--- src/rtl/memctl_pkg.sv ---
package memctl_pkg;

    localparam int unsigned IDX_W    = 4;
    localparam int unsigned IDX_LO   = 2;
    localparam int unsigned NUM_REGS = 9;

    typedef enum logic [IDX_W-1:0] {
        IX_EN  = 4'd0,
        IX_DLY = 4'd1,
        IX_FSR = 4'd2,
        IX_VID = 4'd3,
        IX_FA0 = 4'd4,
        IX_FA1 = 4'd5,
        IX_DGN = 4'd6,
        IX_EC0 = 4'd7,
        IX_EC1 = 4'd8
    } reg_idx_e;

    localparam logic [31:0] DLY_RST   = 32'h0000_0020;
    localparam logic [31:0] FA0_RST   = 32'h07C0_0000;
    localparam logic [31:0] DLY_WMASK = 32'h7FFF_FFFF;

    localparam int unsigned FSR_CE     = 0;
    localparam int unsigned FSR_UE     = 3;
    localparam int unsigned FSR_SYN_LO = 8;
    localparam int unsigned FSR_ME     = 16;
    localparam int unsigned EN_CE_IRQ  = 1;

    typedef struct packed {
        logic [31:0] en;
        logic [31:0] dly;
        logic [31:0] fsr;
        logic [31:0] vid;
        logic [31:0] fa0;
        logic [31:0] fa1;
        logic [31:0] dgn;
        logic [31:0] ec0;
        logic [31:0] ec1;
        logic        irq;
    } csr_state_t;

    function automatic logic [31:0] ident_of(input int unsigned variant);
        logic [31:0] v;
        v = '0;
        v[31:28] = 4'(variant);
        return v;
    endfunction

endpackage

--- src/rtl/memctl_en_policy.sv ---
module memctl_en_policy #(
    parameter int unsigned VARIANT = 0
) (
    output logic [31:0] wr_mask,
    output logic [31:0] keep_mask
);
    generate
        if (VARIANT == 0) begin : g_base
            assign wr_mask   = 32'h0000_0103;
            assign keep_mask = 32'h0000_0100;
        end else begin : g_ext
            assign wr_mask   = 32'h0000_0BFF;
            assign keep_mask = 32'hFF00_0BFC;
        end
    endgenerate
endmodule

--- src/rtl/memctl_fault_merge.sv ---
module memctl_fault_merge
    import memctl_pkg::*;
#(
    parameter int unsigned SYN_W = 8
) (
    input  logic [31:0]      base,
    input  logic             cap,
    input  logic             ue,
    input  logic [SYN_W-1:0] syn,
    output logic [31:0]      merged
);
    always_comb begin
        merged = base;
        if (cap) begin
            if (ue) begin
                merged[FSR_UE] = 1'b1;
            end else begin
                merged[FSR_CE] = 1'b1;
            end
            merged[FSR_SYN_LO +: SYN_W] = syn;
            if (base[FSR_CE]) begin
                merged[FSR_ME] = 1'b1;
            end
        end
    end
endmodule

--- src/rtl/memctl_diag_win.sv ---
module memctl_diag_win #(
    parameter int unsigned VARIANT = 0,
    parameter int unsigned DEPTH   = 4,
    parameter int unsigned AW      = 8
) (
    input  logic          clk,
    input  logic          cold_rst_n,
    input  logic          sel,
    input  logic          wr,
    input  logic [AW-1:0] addr,
    input  logic [7:0]    wdata,
    output logic [7:0]    rdata
);
    localparam int unsigned SEL_W = $clog2(DEPTH);

    generate
        if (VARIANT == 0) begin : g_win
            logic [7:0]       mem_q [DEPTH];
            logic [7:0]       mem_d [DEPTH];
            logic [SEL_W-1:0] slot;
            logic             unused_hi;

            assign slot      = addr[SEL_W-1:0];
            assign unused_hi = ^addr[AW-1:SEL_W];

            always_comb begin
                for (int i = 0; i < DEPTH; i++) begin
                    mem_d[i] = mem_q[i];
                end
                if (sel && wr) begin
                    mem_d[slot] = wdata;
                end
            end

            always_ff @(posedge clk or negedge cold_rst_n) begin
                if (!cold_rst_n) begin
                    for (int i = 0; i < DEPTH; i++) begin
                        mem_q[i] <= '0;
                    end
                end else begin
                    for (int i = 0; i < DEPTH; i++) begin
                        mem_q[i] <= mem_d[i];
                    end
                end
            end

            assign rdata = (sel && !wr) ? mem_q[slot] : 8'h00;
        end else begin : g_none
            logic unused_in;
            assign unused_in = ^{clk, cold_rst_n, sel, wr, addr, wdata};
            assign rdata     = 8'h00;
        end
    endgenerate
endmodule

--- src/rtl/memctl_csr.sv ---
module memctl_csr
    import memctl_pkg::*;
#(
    parameter int unsigned VARIANT    = 0,
    parameter int unsigned ADDR_W     = 6,
    parameter int unsigned SYN_W      = 8,
    parameter int unsigned DIAG_DEPTH = 4,
    parameter int unsigned DIAG_AW    = 8
) (
    input  logic               clk,
    input  logic               cold_rst_n,
    input  logic               rst_n,
    input  logic               bus_sel,
    input  logic               bus_wr,
    input  logic [ADDR_W-1:0]  bus_addr,
    input  logic [3:0]         bus_be,
    input  logic [31:0]        bus_wdata,
    output logic [31:0]        bus_rdata,
    input  logic               err_valid,
    input  logic               err_ue,
    input  logic [SYN_W-1:0]   err_syndrome,
    input  logic [31:0]        err_addr0,
    input  logic [31:0]        err_addr1,
    input  logic               diag_sel,
    input  logic               diag_wr,
    input  logic [DIAG_AW-1:0] diag_addr,
    input  logic [7:0]         diag_wdata,
    output logic [7:0]         diag_rdata,
    output logic               irq
);
    localparam logic [31:0] IDENT = ident_of(VARIANT);

    csr_state_t       s_q, s_d;
    logic [31:0]      wr_mask, keep_mask;
    logic [IDX_W-1:0] acc_idx;
    logic             full_word, wr_ok, rd_ok, fsr_wr;
    logic [31:0]      fsr_base, fsr_merged;
    logic             unused_lsb;

    assign acc_idx    = bus_addr[IDX_LO +: IDX_W];
    assign unused_lsb = ^bus_addr[IDX_LO-1:0];
    assign full_word  = (bus_be == 4'hF);
    assign wr_ok      = bus_sel && bus_wr && full_word;
    assign rd_ok      = bus_sel && !bus_wr && full_word;
    assign fsr_wr     = wr_ok && (acc_idx == IX_FSR);
    assign fsr_base   = fsr_wr ? bus_wdata : s_q.fsr;

    memctl_en_policy #(.VARIANT(VARIANT)) u_policy (
        .wr_mask   (wr_mask),
        .keep_mask (keep_mask)
    );

    memctl_fault_merge #(.SYN_W(SYN_W)) u_merge (
        .base   (fsr_base),
        .cap    (err_valid),
        .ue     (err_ue),
        .syn    (err_syndrome),
        .merged (fsr_merged)
    );

    memctl_diag_win #(
        .VARIANT (VARIANT),
        .DEPTH   (DIAG_DEPTH),
        .AW      (DIAG_AW)
    ) u_diag (
        .clk        (clk),
        .cold_rst_n (cold_rst_n),
        .sel        (diag_sel),
        .wr         (diag_wr),
        .addr       (diag_addr),
        .wdata      (diag_wdata),
        .rdata      (diag_rdata)
    );

    always_comb begin
        s_d = s_q;
        if (wr_ok) begin
            case (acc_idx)
                IX_EN:   s_d.en  = (bus_wdata & wr_mask) | IDENT;
                IX_DLY:  s_d.dly = bus_wdata & DLY_WMASK;
                IX_FSR:  s_d.irq = 1'b0;
                IX_VID:  s_d.vid = bus_wdata;
                IX_DGN:  s_d.dgn = bus_wdata;
                IX_EC0:  s_d.ec0 = bus_wdata;
                IX_EC1:  s_d.ec1 = bus_wdata;
                default: ;
            endcase
        end
        s_d.fsr = fsr_merged;
        if (err_valid) begin
            s_d.fa0 = err_addr0;
            s_d.fa1 = err_addr1;
            if (err_ue || s_q.en[EN_CE_IRQ]) begin
                s_d.irq = 1'b1;
            end
        end
        if (!rst_n) begin
            s_d.en  = (s_q.en & keep_mask) | IDENT;
            s_d.dly = DLY_RST;
            s_d.fsr = '0;
            s_d.vid = '0;
            s_d.fa0 = FA0_RST;
            s_d.fa1 = '0;
            s_d.dgn = '0;
            s_d.ec0 = '0;
            s_d.ec1 = '0;
            s_d.irq = 1'b0;
        end
    end

    always_ff @(posedge clk or negedge cold_rst_n) begin
        if (!cold_rst_n) begin
            s_q.en  <= IDENT;
            s_q.dly <= DLY_RST;
            s_q.fsr <= '0;
            s_q.vid <= '0;
            s_q.fa0 <= FA0_RST;
            s_q.fa1 <= '0;
            s_q.dgn <= '0;
            s_q.ec0 <= '0;
            s_q.ec1 <= '0;
            s_q.irq <= 1'b0;
        end else begin
            s_q <= s_d;
        end
    end

    always_comb begin
        bus_rdata = '0;
        if (rd_ok) begin
            case (acc_idx)
                IX_EN:   bus_rdata = s_q.en;
                IX_DLY:  bus_rdata = s_q.dly;
                IX_FSR:  bus_rdata = s_q.fsr;
                IX_VID:  bus_rdata = s_q.vid;
                IX_FA0:  bus_rdata = s_q.fa0;
                IX_FA1:  bus_rdata = s_q.fa1;
                IX_DGN:  bus_rdata = s_q.dgn;
                IX_EC0:  bus_rdata = s_q.ec0;
                IX_EC1:  bus_rdata = s_q.ec1;
                default: bus_rdata = '0;
            endcase
        end
    end

    assign irq = s_q.irq;

endmodule

--- config.mk ---
export PLATFORM = sky130hd
export DESIGN_NAME = memctl_csr
export DESIGN_NICKNAME = d
export VERILOG_FILES = /design/src/rtl/memctl_pkg.sv /design/src/rtl/memctl_en_policy.sv /design/src/rtl/memctl_fault_merge.sv /design/src/rtl/memctl_diag_win.sv /design/src/rtl/memctl_csr.sv
export SDC_FILE = /design/constraint.sdc
export NUM_CORES = 1
export LEC_CHECK = 0
export ABC_CLOCK_PERIOD_IN_PS = 3100
export BUFFER_PORTS_ARGS = -buffer_cell sky130_fd_sc_hd__buf_2
export CORE_AREA = 2 2 124 217
export CTS_CLUSTER_SIZE = 20
export DETAILED_ROUTE_END_ITERATION = 12
export DIE_AREA = 0 0 126 219
export PLACE_DENSITY_LB_ADDON = 0.15
export SYNTH_ARGS = -nofsm -noshare
export SYNTH_HDL_FRONTEND = slang
export SYNTH_SLANG_ARGS = --single-unit
--- constraint.sdc ---
create_clock -name clk -period 3.1 [get_ports clk]
set_input_delay 0.62 -clock clk [delete_from_list [all_inputs] [get_ports clk]]
set_output_delay 0.62 -clock clk [all_outputs]
set_load 0.05 [all_outputs]
### Word-level counts from Yosys, hierarchy flattened

Index checks and enable logic that the tools add are counted.

| word-level totals | value |
|---|---|
| input port bits | 139 |
| register bits | 321 |
| word-level logic and storage cells | 88 |
| output and inout port bits | 41 |

| operators by class | value |
|---|---|
| reductions and logical operators | 19 |
| bitwise logic cells | 1 |
| eq/ne operators | 19 |
| magnitude comparators | 2 |
| muxes and demuxes | 30 |

Operators with widths:

| kind | count |
|---|---|
| two-way mux 289 bit | 1 |
| two-way mux 32 bit | 9 |
| one-hot mux 32 bit (9 select lines) | 1 |
| two-way mux 64 bit | 2 |
| two-way mux 97 bit | 1 |
| bitwise mux 32 bit | 1 |
| two-way mux 8 bit | 4 |
| != test 2 x 1 -> 1 bit, second input constant | 9 |
| binary-select mux 8 bit (select 2 bit) | 1 |
| demux 8 bit (select 2 bit) | 1 |
| equality test 4 x 3 -> 1 bit, second input constant | 4 |
| AND reduction 2 bit | 6 |
| two-way mux 9 bit | 1 |
| equality test 4 x 2 -> 1 bit, second input constant | 2 |
| equality test 4 bit, second input constant | 2 |
| logical AND 1 bit | 8 |
| two-way mux 1 bit | 8 |
| equality test 4 x 1 -> 1 bit, second input constant | 1 |
| zero test 4 bit | 1 |
| greater-or-equal comparator 3 bit, second input constant | 1 |
| < comparator 3 x 1 -> 1 bit, second input constant | 1 |
| != test 3 x 1 -> 1 bit, second input constant | 1 |
| inverter 2 -> 3 bit | 1 |
| AND reduction 3 bit | 1 |
| other kinds (2) | 3 |

### Depth between registers and ports, before layout

| depth | value |
|---|---|
| word-level depth | 7 |
| mapped depth | 8 |
| depth with buffers taken out | 4 |

### Hierarchy

From an unflattened synthesis, not the netlist that was laid out.

| unflattened totals | value |
|---|---|
| cell total of the unflattened synthesis | 1715 |
| area total of the unflattened synthesis | 16970.0 µm² |

Modules (own cells, without submodules):

| module | seq. area each (µm²) | cells an instance | area an instance (µm²) | times used |
|---|---|---|---|---|
| memctl_csr | 7214.4 | 1515 | 14644.0 | 1 |
| memctl_diag_win | 800.8 | 100 | 1522.7 | 1 |
| memctl_en_policy | 0.0 | 66 | 488.0 | 1 |
| memctl_fault_merge | 0.0 | 34 | 315.3 | 1 |

### Least setup slack after synthesis

Ideal clock, no wire load.

| path | value |
|---|---|
| path kind | input to output |
| start point | input port bus_addr[3] |
| end point | output port bus_rdata[23] |
| path slack | -0.036 ns |
| arrival | 2.516 ns |
| buffers on the path | 4 |
| required time | 2.480 ns |
| stages | 7 |
| cell sequence | buf_4 -> and4b_1 -> buf_2 -> buf_2 -> buf_1 -> a22oi_1 -> a31oi_1 |

| between the ends | value |
|---|---|
| word-level cells in the longest chain between the ends | 3 |
| elaborated cells on any way between the ends | 11 |
| classes of those cells | 8 x eq/ne; 2 x mux; 1 x reduce/logical |

RTL lines:

| element | line | source |
|---|---|---|
| start: declaration | memctl_csr.sv:15 | `input logic [ADDR_W-1:0] bus_addr,` |
| equality test 4 bit (tied with other cells) | memctl_csr.sv:131 | `case (acc_idx)` |
| one-hot mux 32 bit (9 select lines) (*) | memctl_csr.sv:131 |  |
| two-way mux 32 bit (*) | memctl_csr.sv:130 | `if (rd_ok) begin` |
| end: declaration | memctl_csr.sv:18 | `output logic [31:0] bus_rdata,` |

Mark *: on every way between the ends. The rest lies on a longest branch, timed or not.

### Final worst setup path

| path | value |
|---|---|
| start point | input port bus_addr[2] |
| end point | output port bus_rdata[30] |

The elaborated chain is that of the path after synthesis.

==> flow_summary.ini <==
[outcome]
status = complete, no violations

[synthesis]
yosysSeqAreaShare_pct = 51.8
synth_flop_cell = dfrtp_1
synth_adder_area_share_pct = 0
synth_cell_type_count = 47
synth-edff-count = 0
syn_area_um2 = 14100
synth_top_family_by_area = compound AO/OA/AOI/OAI gates
synth-xor-area-share_pct = 0
synthArstFlopShare_pct = 100
netlist_instances = 1390
synthSimpleGateAreaFrac_pct = 16.2
yosys_warnings = 0
synth.avg_cell_area_um2 = 10.1
synth_compound_area_share_pct = 19.5
syn_nets = 1529
ys_seq_elements = 291
synth.mux.area_fraction_pct = 8.61

[placed_design]
gp_congestion = 0.876
preCtsSetupSlack_ns = 0.115
placed_cell_area_um2 = 15700
portBuffers = 171
dp_hpwl_um = 27000

[timing]
grt_setup_unrepaired = no
whs_ns = 0.0589
slew_violations = 0
setup_violations = 0
worstMarginPinSlew_ns = 0.746
maxSlewHeadroom_pct = 50.0
setup_tns_ns = 0
fmaxAchievable_mhz = 335
period_share_pct = 96.3
worst_clock_skew_ns = 0.00216
min_period_ns = 2.98
worst_slack_ns = 0.115
hold_violations = 0

[clocking]
clock_tree.buffer_depth = 3
clk_latency_ns = 0.55
htreeDepth = 1
cts_hold_buf = 0
post_cts.repair.setup_buffers = 0
cts_root_buf = clkbuf_16
cts_tree = built
post_cts_resize_count = 0
cts_buffers = 27
cts.sinks = 291
clk_pin_slew_worst_paths_ns = 0.06

[floorplan]
floorplan.initialDensity_pct = 54.7
io_pins = 180
rows = 78
design.core.area_um2 = 25800
die_area_um2 = 27600
fp.dieW_um = 126
die_h_um = 219

[global_route]
grt-ovfl-total = 0
grt_pass1_vias = 11597
grt_max_degree = 89
track_usage_pct = 30.0
antenna_found_initial = 1
grt_pass1_wl_um = 65100

[finish]
final.fill_count = 2170
syn2layout_area_growth_pct = 17.5
num-nets-final = 1678
multiInputGateArea_um2 = 6330
regArea_um2 = 7290
stdcell_area_um2 = 16500
drive_above_1_share_pct = 22.6

[detailed_routing]
vias_per_cell = 6.10
drtIter0Drc = 915
wl_um = 41400
drcViolationCount = 0
ant_nets = 0
vias = 11480
drt_first_pass_iters = 6
routedWlPerCell_um = 22.0

[power_and_ir_drop]
leakage_nw = 7.12
p_int_mw = 6.18
switching_power_mw = 1.96
swShare_pct = 24.0
power_frac_clock_pct = 40.9
combPwrFrac_pct = 9.5
peakVddDrop_mv = 0.419
seqPwrFrac_pct = 49.6
cellPowerDensity_nw_per_um2 = 492

[worst_setup_path]
criticalPathCategory = input port to primary output
crit_fanout = 18
r2r_setup_slack_ns = 2.24
endpoint_kind = primary output
critPathArrivalTime_ns = 2.36
start_kind = input port
r2r_start = s_q[258]$_DFFE_PN0P_
cp.required_ns = 2.48
reg2reg_depth = 2
r2r-end = irq$_DFF_PN0_

[flow_run]
maxCapViolations = 0

[min_path]
hp-class = input port to async pin
[per-stage QoR]
stage / power [mW] / std cells / util [%]
after floorplan: 4.51 / 1390 / -
after global placement: 4.86 / 1830 / 60.8
after detailed placement: 4.89 / 1830 / 60.8
after CTS: 8.18 / 1880 / 64.2
after global routing: 8.41 / 1881 / 64.2
final: 8.14 / 1883 / 64.2
[kinds of logic after synthesis]
logic type,Yosys count
flops,291
simple gates,504
compound gates,366
buf+inv,122
mux,107
[per-layer routing]
| metal | routed length, um | vias to the layer above | GRT usage (%) | part of all wire (%) |
|---|---|---|---|---|
| li1 | - | 5168 | - | - |
| met1 | 15700 | 5794 | 36.1 | 38 |
| met2 | 22000 | 421 | 54.8 | 53 |
| met3 | 2170 | 97 | 3.12 | 5.3 |
| met4 | 1530 | 0 | 12.1 | 3.7 |
| met5 | 0 | - | 0 | 0 |
[final cells by class]
class                           instances  share of cell area (%)
Antenna cell                            3                  0.0454
Sequential cell                       291                    44.1
Inverter                                2                  0.0454
Clock buffer                           41                    4.88
Clock inverter                          9                   0.446
Timing Repair Buffer                  240                    9.85
Multi-Input combinational cell        977                    38.3
Tap cell                              320                    2.42
[power groups by stage]
stage / registers (mW) / logic, mW / clock network [mW]
5_1_grt: 4.05 / 0.843 / 3.52
2_1_floorplan: 4.07 / 0.433 / 0
4_1_cts: 4.04 / 0.783 / 3.36
3_5_place_dp: 4.11 / 0.781 / 0
3_3_place_gp: 4.10 / 0.765 / 0
6_report: 4.04 / 0.776 / 3.33
[sequential cells by signal, indices dropped and copies added (netlist names)]
name / cells
irq: 1
s_q: 258
u_diag.g_win.mem_q: 32
[how the worst max path moves through the flow]
stage	startpoint	end	slack, ns	cells after the start
2_1_floorplan	bus_addr[2]	bus_rdata[28]	-0.01	6
3_3_place_gp	bus_addr[2]	bus_rdata[30]	0.15	7
3_5_place_dp	bus_addr[2]	bus_rdata[30]	0.12	7
4_1_cts	bus_addr[2]	bus_rdata[30]	0.11	7
5_1_grt	bus_addr[2]	bus_rdata[30]	0.03	7
6_report	bus_addr[2]	bus_rdata[30]	0.12	7
[cell usage after synthesis (2+ instances only)]
library cell | instances | area share (%)
a222oi_1 | 3 | 0.21
nand4b_1 | 2 | 0.12
buf_2 | 41 | 1.5
nor4b_2 | 2 | 0.21
a211oi_1 | 2 | 0.11
a31oi_1 | 41 | 1.8
nor4b_4 | 2 | 0.34
buf_1 | 4 | 0.11
a21boi_0 | 76 | 4.1
nand4_1 | 8 | 0.36
a311oi_1 | 2 | 0.12
mux2_2 | 33 | 2.6
inv_1 | 2 | 0.053
nor2b_1 | 71 | 3.2
o21ai_0 | 9 | 0.32
mux4_2 | 8 | 1.3
nor3b_1 | 2 | 0.11
nand3b_1 | 2 | 0.11
and4_1 | 7 | 0.44
clkbuf_1 | 65 | 1.7
a21boi_1 | 107 | 5.7
a21oi_1 | 2 | 0.071
a211o_1 | 2 | 0.12
nand2_1 | 389 | 10
dfstp_2 | 6 | 1.1
dfrtp_1 | 285 | 51
a22o_1 | 28 | 1.7
a22oi_1 | 63 | 3.4
nor3_1 | 2 | 0.071
mux2i_1 | 66 | 4.7
a221oi_1 | 28 | 1.7
buf_4 | 10 | 0.53
or3_1 | 2 | 0.089
nand3_1 | 4 | 0.14
nand2b_1 | 2 | 0.089
[worst max-delay path, cell delays in order]
cell	delay [ns]
buf_2	0.26
nor4b_4	0.33
buf_4	0.37
a22o_1	0.20
a221oi_1	0.05
a31oi_1	0.22
buf_2	0.30
[placed cells by master, fill, tap and decap left out, types with 3 or more instances in the layout]
cell type  netlist  routed
nor4b_4          2       4
a221oi_1        28      28
a222oi_1         3       3
and4_2           0       4
and4_1           7       3
a21boi_1       107     107
nand3_1          4       4
a22o_1          28      28
clkbuf_1        65       6
dfstp_2          6       6
buf_12           0      19
a22oi_1         63      63
a31oi_1         41      33
diode_2          0       3
a21boi_0        76      76
mux4_2           8       8
clkinv_2         0       7
nand2_1        389     389
buf_4           10      51
nand4_1          8       8
clkbuf_8         0       8
nor2b_1         71      71
mux2_2          33      33
a31oi_2          0       8
mux2i_1         66      66
dfrtp_1        285     285
buf_2           41     168
o21ai_0          9       9
clkbuf_16        0      27
Note: power is estimated with default switching activity, not from simulation.
